--- src/rtl/cart_pkg.sv ---
package cart_pkg;
    parameter int WADDR_W   = 21;
    parameter int BANK_W    = 4;
    parameter int N_WIN     = 3;
    parameter int WIN_OFS_W = 18;
    parameter int ROM_W     = BANK_W + WIN_OFS_W;
    parameter int DATA_W    = 16;
    parameter int REG_W     = 7;
    parameter int SER_W     = 4;
    parameter int PROT_LIM  = 6;
    parameter int CNT_W     = $clog2(PROT_LIM + 1);

    localparam logic [WADDR_W-1:0] UPPER_BASE = 21'h140000;
    localparam logic [WADDR_W-1:0] PROT_A     = 21'h000AF3;
    localparam logic [WADDR_W-1:0] PROT_B     = 21'h000AF4;

    localparam logic [REG_W-1:0] OFF_PORT  = 7'd4;
    localparam logic [REG_W-1:0] OFF_SO    = 7'd5;
    localparam logic [REG_W-1:0] OFF_BANK0 = 7'd1;

    typedef logic [N_WIN-1:0][BANK_W-1:0] bank_vec_t;
endpackage

--- src/rtl/cart_addr_map.sv ---
module cart_addr_map
    import cart_pkg::*;
(
    input  logic [WADDR_W-1:0] waddr,
    input  bank_vec_t          banks,
    output logic [ROM_W-1:0]   rom_waddr,
    output logic               is_upper
);
    localparam int WIN_SEL_W = WADDR_W - WIN_OFS_W;
    localparam logic [WIN_SEL_W-1:0] BASE_IDX = UPPER_BASE[WADDR_W-1:WIN_OFS_W];

    logic [WIN_SEL_W-1:0] win_idx;
    logic [BANK_W-1:0]    bank_sel;

    always_comb begin
        is_upper = (waddr >= UPPER_BASE);
        win_idx  = waddr[WADDR_W-1:WIN_OFS_W] - BASE_IDX;
        bank_sel = '0;
        for (int n = 0; n < N_WIN; n++) begin
            if (win_idx == WIN_SEL_W'(n)) bank_sel = banks[n];
        end
        if (is_upper) rom_waddr = {bank_sel, waddr[WIN_OFS_W-1:0]};
        else          rom_waddr = ROM_W'(waddr);
    end
endmodule

--- src/rtl/cart_ctrl_regs.sv ---
module cart_ctrl_regs
    import cart_pkg::*;
(
    input  logic              clk,
    input  logic              rst_n,
    input  logic              reg_wr,
    input  logic [REG_W-1:0]  reg_woff,
    input  logic [DATA_W-1:0] wr_data,
    output bank_vec_t         banks,
    output logic [SER_W-1:0]  port
);
    typedef struct packed {
        bank_vec_t        bank;
        logic [SER_W-1:0] port;
    } regs_t;

    regs_t st_d, st_q;

    always_comb begin
        st_d = st_q;
        if (reg_wr) begin
            for (int n = 0; n < N_WIN; n++) begin
                if (reg_woff == OFF_BANK0 + REG_W'(n)) st_d.bank[n] = wr_data[BANK_W-1:0];
            end
            if (reg_woff == OFF_PORT) st_d.port = wr_data[SER_W-1:0];
        end
    end

    always_ff @(posedge clk) begin
        if (!rst_n) st_q <= '0;
        else        st_q <= st_d;
    end

    assign banks = st_q.bank;
    assign port  = st_q.port;

    // pins move only after a port write
    p_port_hold_r5: assert property (@(posedge clk) disable iff (!rst_n)
        !(reg_wr && reg_woff == OFF_PORT) |=> $stable(port));

    // bank registers move only after a bank-offset write
    p_bank_hold_r3: assert property (@(posedge clk) disable iff (!rst_n)
        !(reg_wr && reg_woff >= OFF_BANK0 && reg_woff < OFF_BANK0 + REG_W'(N_WIN)) |=> $stable(banks));
endmodule

--- src/rtl/cart_protect.sv ---
module cart_protect
    import cart_pkg::*;
(
    input  logic              clk,
    input  logic              rst_n,
    input  logic              cart_rd,
    input  logic [WADDR_W-1:0] waddr,
    output logic              hit,
    output logic [DATA_W-1:0] resp
);
    typedef struct packed {
        logic [CNT_W-1:0] cnt;
    } prot_t;

    prot_t st_d, st_q;
    logic  early;

    always_comb begin
        hit   = (waddr == PROT_A) || (waddr == PROT_B);
        early = (st_q.cnt < CNT_W'(PROT_LIM));
        if (waddr == PROT_A) resp = early ? 16'h0000 : 16'h0001;
        else                 resp = early ? 16'h0010 : 16'h8010;
        st_d = st_q;
        if (cart_rd && hit && early) st_d.cnt = st_q.cnt + 1'b1;
    end

    always_ff @(posedge clk) begin
        if (!rst_n) st_q <= '0;
        else        st_q <= st_d;
    end

    p_cnt_sat_r8: assert property (@(posedge clk) disable iff (!rst_n)
        st_q.cnt <= CNT_W'(PROT_LIM));

    p_cnt_strobe_r9: assert property (@(posedge clk) disable iff (!rst_n)
        !(cart_rd && hit) |=> $stable(st_q.cnt));
endmodule

--- src/rtl/cart_mapper.sv ---
module cart_mapper
    import cart_pkg::*;
(
    input  logic                clk,
    input  logic                rst_n,
    input  logic                cart_rd,
    input  logic [20:0]         cart_waddr,
    input  logic [15:0]         rom_q,
    input  logic                reg_rd,
    input  logic                reg_wr,
    input  logic [6:0]          reg_woff,
    input  logic [15:0]         wr_data,
    input  logic                ser_so,
    output logic [21:0]         rom_waddr,
    output logic [15:0]         rd_data,
    output logic                ser_si,
    output logic                ser_sck,
    output logic                ser_hold,
    output logic                ser_cs
);
    bank_vec_t         banks;
    logic [SER_W-1:0]  port;
    logic              is_upper;
    logic              prot_hit;
    logic [DATA_W-1:0] prot_resp;

    cart_addr_map u_map (
        .waddr     (cart_waddr),
        .banks     (banks),
        .rom_waddr (rom_waddr),
        .is_upper  (is_upper)
    );

    cart_ctrl_regs u_regs (
        .clk      (clk),
        .rst_n    (rst_n),
        .reg_wr   (reg_wr),
        .reg_woff (reg_woff),
        .wr_data  (wr_data),
        .banks    (banks),
        .port     (port)
    );

    cart_protect u_prot (
        .clk     (clk),
        .rst_n   (rst_n),
        .cart_rd (cart_rd),
        .waddr   (cart_waddr),
        .hit     (prot_hit),
        .resp    (prot_resp)
    );

    always_comb begin
        if (reg_rd)        rd_data = (reg_woff == OFF_SO) ? {15'b0, ser_so} : 16'hFFFF;
        else if (prot_hit) rd_data = prot_resp;
        else               rd_data = rom_q;
    end

    assign {ser_cs, ser_hold, ser_sck, ser_si} = port;

    p_low_map_r1: assert property (@(posedge clk) disable iff (!rst_n)
        (cart_rd && !is_upper) |-> (rom_waddr[21] == 1'b0 && rom_waddr[20:0] == cart_waddr));

    p_reg_read_r6: assert property (@(posedge clk) disable iff (!rst_n)
        (reg_rd && reg_woff != OFF_SO) |-> rd_data == 16'hFFFF);

    p_reset_pins_r10: assert property (@(posedge clk)
        !rst_n |=> ({ser_cs, ser_hold, ser_sck, ser_si} == 4'b0000));
endmodule

--- config.mk ---
export PLATFORM = sky130hd
export DESIGN_NAME = cart_mapper
export DESIGN_NICKNAME = d
export VERILOG_FILES = /design/src/rtl/cart_pkg.sv /design/src/rtl/cart_addr_map.sv /design/src/rtl/cart_ctrl_regs.sv /design/src/rtl/cart_protect.sv /design/src/rtl/cart_mapper.sv
export SDC_FILE = /design/constraint.sdc
export NUM_CORES = 1
export LEC_CHECK = 0
export ABC_AREA = 1
export CAP_MARGIN = 5
export CORE_UTILIZATION = 36
export CTS_CLUSTER_DIAMETER = 200
export DETAILED_ROUTE_END_ITERATION = 8
export PLACE_DENSITY = 0.87
export SLEW_MARGIN = 20
export SYNTH_ARGS = -nofsm -noshare
export SYNTH_HDL_FRONTEND = slang
export SYNTH_HIERARCHICAL = 1
export SYNTH_SLANG_ARGS = --single-unit
export TNS_END_PERCENT = 10
--- constraint.sdc ---
create_clock -name clk -period 1.7 [get_ports clk]
set_clock_uncertainty 0.15 [all_clocks]
set_input_delay 0.34 -clock clk [delete_from_list [all_inputs] [get_ports clk]]
set_output_delay 0.34 -clock clk [all_outputs]
set_load 0.005 [all_outputs]
; ---- Word-level counts from Yosys, hierarchy flattened
; Index checks and enable logic that the tools add are counted.
; Widths: inputs -> output; s select.
[classes]
add_sub_neg = 2
n_lt_le_gt_ge = 2
eq_ne = 9
muxes = 10
reduce_logical = 8
[ops]
columns = cell, count
row1 = $mux 16, 5
row2 = $eq 21x12->1 const B, 2
row3 = $mux 22, 1
row4 = $ge 21x21->1 const B, 1
row5 = $eq 7x2->1 const B, 2
row6 = $eq 7x3->1 const B, 2
row7 = $mux 4, 3
row8 = $reduce_and 2->1, 4
row9 = $eq 7x1->1 const B, 1
row10 = $add 3x1->3 const B, 1
row11 = $eq 3x1->1 const B, 1
row12 = $eq 3x2->1 const B, 1
row13 = $logic_not 3->1, 1
row14 = $lt 3x3->1 const B, 1
row15 = $sub 3x3->3 const B, 1
row16 = $logic_and 1x1->1, 2
row17 = $logic_or 1x1->1, 1
row18 = $mux 1, 1
[totals]
regBits = 19
input_bits = 66
elab_cells = 36

; ---- Longest topological paths before layout
[logic_depth]
word_depth = 6
depth_mapped = 12
depth_no_buf = 11

; ---- Hierarchy
; Netlist, hierarchy kept.
[modules_own_cells]
columns = mod, instances, cells_each, area_per_inst_um2, seq_area_each_um2
row1 = cart_ctrl_regs, 1, 114, 812.0, 320.3
row2 = cart_protect, 1, 100, 510.5, 60.1
row3 = cart_mapper, 1, 86, 397.9, 0.0
row4 = cart_addr_map, 1, 47, 297.8, 0.0

; ---- Worst setup path after synthesis
; No wires, ideal clock.
[synth_path]
path_kind = input port to output port
from = in cart_waddr[19]
to = out rd_data[4]
arrival_ps = 1366
path_slack_ps = -156
cell_stages = 9
n_path_buf = 2
cell_sequence = nor3_1 -> nand2_1 -> nor2_1 -> and2_1 -> buf_6 -> inv_2 -> buf_6 -> o21ai_1 -> nand2_1
[synth_between]
elab_chain_cells = 4
[synth_rtl]
columns = element, line_no
row1 = from (decl), cart_mapper.sv:7  ; input logic [20:0] cart_waddr,
row2 = $eq 21x12->1, cart_protect.sv:19  ; hit = (waddr == PROT_A) || (waddr == PROT_B);
row3 = $logic_or 1x1->1 *, cart_protect.sv:19
row4 = named net prot_hit, cart_mapper.sv:24  ; logic prot_hit;
row5 = $mux 16 *, cart_mapper.sv:55  ; else if (prot_hit) rd_data = prot_resp;
row6 = $mux 16 *, cart_mapper.sv:54  ; if (reg_rd) rd_data = (reg_woff == OFF_SO) ? {15'b0, ser_so} : 16'hFFFF;
row7 = to (decl), cart_mapper.sv:15  ; output logic [15:0] rd_data,
; The timed path passes the listed nets; every way through them passes the cells marked *.

; ---- Final worst setup path
[layout_path]
from = in cart_waddr[20]
to = out rd_data[14]
; Same word-level chain as after synthesis.

==> results.md <==
Global routing:
- The first-pass GRT wire length is 8810 µm.
- For this run the aggregate overflow at the end of global routing stands at 0.
- The via count of the first global-routing pass came to around 2.2k.
- The initial antenna violation count is 0.
- Entering global routing, the biggest net connects 20 pins.
- Global routing consumed, over all layers together, around 18% of the routing resources.

Detailed routing:
- The detailed-route via count is around 2.4k.
- Dividing the detail-routed wire length by the instance count gives ~10 µm.
- The post-detailed-route DRC marker count is 0.
- The vias per cell is 4.51.
- The length of the first detailed-routing pass in iterations is 4.
- Wires add up to 5340 µm.
- The number of nets with antenna violations after detailed routing is 0.
- The number of DRC markers after the initial detailed-route iteration is 71.

Clock network:
- The count of H-tree levels built during CTS is 1.
- The clock insertion delay at the later pin of the skew report is between 0.2 and 0.3 ns.
- The clock passes through at most 2 buffers.
- The hold buffer count at cts is 0.
- After clock tree synthesis, the clock-pin slew on the worst setup and hold paths is 0.07 ns.
- The number of clock buffers added by TritonCTS is 3.
- In this run the clock root is driven by a sky130_fd_sc_hd__clkbuf_8.
- The TritonCTS clock tree is built.
- The sink count of the clock tree is 19.

Final layout:
- The net count of the finished layout is 520.
- The area used by sequential logic in the layout is ~380 µm².
- The share of post-route cells with drive strength above 1 is 31.0%.
- 0 antenna diodes ended up in the layout.
- The layout overhead on the synthesized area is 58.0%.
- After routing the design area is 3180 µm².
- In the final layout, the multi-input gates occupy 1290 µm².
- The layout has 476 filler cells.
- Cells fill 60.7% of the core in the end.

Job:
- The max-cap violation count is 0.

Critical path:
- The kind of start point of the critical path is an input port.
- The critical path is of the in2out type.
- The depth of the worst register-to-register path is 8.
- STA puts the critical path data required time at between 1 and 1.5 ns.
- The biggest fanout along the worst timing path is 8.
- STA classifies the critical path endpoint as an output pin.
- Setup slack on the worst reg-to-reg path comes out at 0.45 ns.
- Data on the critical path arrives at its endpoint at 1.67 ns.
- The startpoint of the worst-slack reg-to-reg timing path is u_prot/st_q[1].
- The reg-to-reg critical path endpoint is u_prot/st_q[2].

Logic synthesis:
- The average cell area after synthesis is between 5 and 6 µm².
- The number of warnings issued by yosys is 6.
- The post-synthesis instance total is approximately 350.
- The synthesized netlist occupies a cell area of 2010 µm².

Worst hold path:
- The end point of the most critical hold path is u_regs/banks[5].
- The class of the most critical hold timing path is reg2reg.
- The source of the worst hold timing path is u_regs/banks[5].
- Along the worst hold path, the cell count comes to 2.

STA:
- The final hold violation count was 0.
- The number of pins with negative max-slew slack in the final report is 0.
- The period utilization is 127%.
- Across all setup checks in the final design, the least slack found is -0.461 ns.
- Subtracting the final worst setup slack from the clock period gives 2.16 ns.
- Derived from the worst setup path, the maximum achievable clock frequency is 463 MHz.
- The count of endpoints failing setup in the final report is 17.
- Setup total negative slack on the finished layout was measured at -6.60 ns.
- Setup repair after global routing could not meet its margin everywhere.

Power:
- The power density over the cells is 381 nW/µm².
- For this design the static power due to leakage is about 0.0016 µW.
- The worst voltage drop across the vdd grid is ~0.35 mV.

Floorplan:
- In this run the core area contains 26 standard-cell rows.
- The die is around 77 µm wide.
- The placeable core region is 5240 µm².
- The die covers 5900 µm².
- The effective utilization at floorplan is around 38%.
- During I/O placement, the number of pins put on the boundary was 108.
- In this run the vertical extent of the chip is 76.8 µm.

Outcome:
- The flow ran to the end, but the final reports show violations.
- The final reports fail on negative setup slack.

Place:
- The final RePlAce weighted congestion is 0.840.
- In this run the cell area measured after placement is 3040 µm².
- In this run the tool buffered the top-level ports with 95 buffer cells.
- Detailed placement finished with a half-perimeter wire length of around 4100 µm.
worst max-delay path, cell delays in order:
cell                      delay, ns
sky130_fd_sc_hd__buf_6         0.10
sky130_fd_sc_hd__nor3_4        0.16
sky130_fd_sc_hd__nand2_1       0.10
sky130_fd_sc_hd__nor2_4        0.14
sky130_fd_sc_hd__and2_4        0.18
sky130_fd_sc_hd__buf_12        0.12
sky130_fd_sc_hd__buf_16        0.13
sky130_fd_sc_hd__nor2_1        0.05
sky130_fd_sc_hd__nor2_1        0.10
sky130_fd_sc_hd__o21ai_1       0.08
sky130_fd_sc_hd__nand2_1       0.06
sky130_fd_sc_hd__buf_2         0.11
sequential cells by signal (all words and copies together), names as in the netlist:
signal and cells:
u_prot/st_q 3, u_regs/banks 12, u_regs/port 4
layout make-up:
cell class	instances	area share, %
multi-input combinational	254	40.6
timing repair buffer	132	37.6
sequential	19	12.0
inverter	43	5.70
tap	70	2.75
clock buffer	3	1.30
clock inverter	1	0.157
routing by layer:
layer	GRT usage (%)	routed length, µm	vias to the layer above
met5	0	0	-
met4	6.15	128	0
met3	2.50	280	14
met2	35.2	2760	74
met1	18.5	2170	1032
li1	-	-	1234
per-stage QoR:
step	hold WS, ns	setup WS (ns)	cells	power, µW
2_1_floorplan	0.301	-0.115	358	676
3_3_place_gp	0.317	-1.22	512	915
3_5_place_dp	0.326	-1.26	512	925
4_1_cts	0.340	-0.421	522	1210
5_1_grt	0.372	-0.584	522	1290
6_report	0.336	-0.461	522	1210
power by group:
group	total, µW	switching [µW]	internal, µW
clock	306	143	163
sequential	447	0.814	446
combinational	460	206	254
total	1210	350	863
worst max path at each step:
stage                         startpoint     endpoint  slack (ns)  cells past startpoint
after floorplan           cart_waddr[19]   rd_data[4]       -0.11                     10
after global placement    cart_waddr[17]   rd_data[0]       -1.22                     14
after detailed placement  cart_waddr[17]  rd_data[10]       -1.26                     13
after CTS                 cart_waddr[20]  rd_data[10]       -0.42                     12
after global routing      cart_waddr[16]   rd_data[6]       -0.58                     14
final                     cart_waddr[20]  rd_data[14]       -0.46                     12
layout by cell type (no fill, tap or decap), types with 4 or more instances in the layout:
cell type                         instances
sky130_fd_sc_hd__buf_6                    9
sky130_fd_sc_hd__nor2_1                  68
sky130_fd_sc_hd__o21ai_1                 12
sky130_fd_sc_hd__conb_1                  13
sky130_fd_sc_hd__a21oi_1                  4
sky130_fd_sc_hd__buf_2                   28
sky130_fd_sc_hd__buf_4                   30
sky130_fd_sc_hd__inv_1                   26
sky130_fd_sc_hd__dfxtp_1                 19
sky130_fd_sc_hd__clkdlybuf4s50_1         55
sky130_fd_sc_hd__nand2_2                  9
sky130_fd_sc_hd__nand2_1                 71
sky130_fd_sc_hd__nand3_1                 23
sky130_fd_sc_hd__nor2_4                  11
sky130_fd_sc_hd__inv_2                   13
sky130_fd_sc_hd__nor2_2                  13
sky130_fd_sc_hd__nand4_1                 13
timing repair:
action | CTS | global route
resized for setup | 185 | 22
pin swaps | 24 | 13
gates cloned | 2 | 0
setup buffers | 4 | 0
setup endpoints to repair | 40 | 20
No activity file was read; power rests on OpenSTA's default activity.
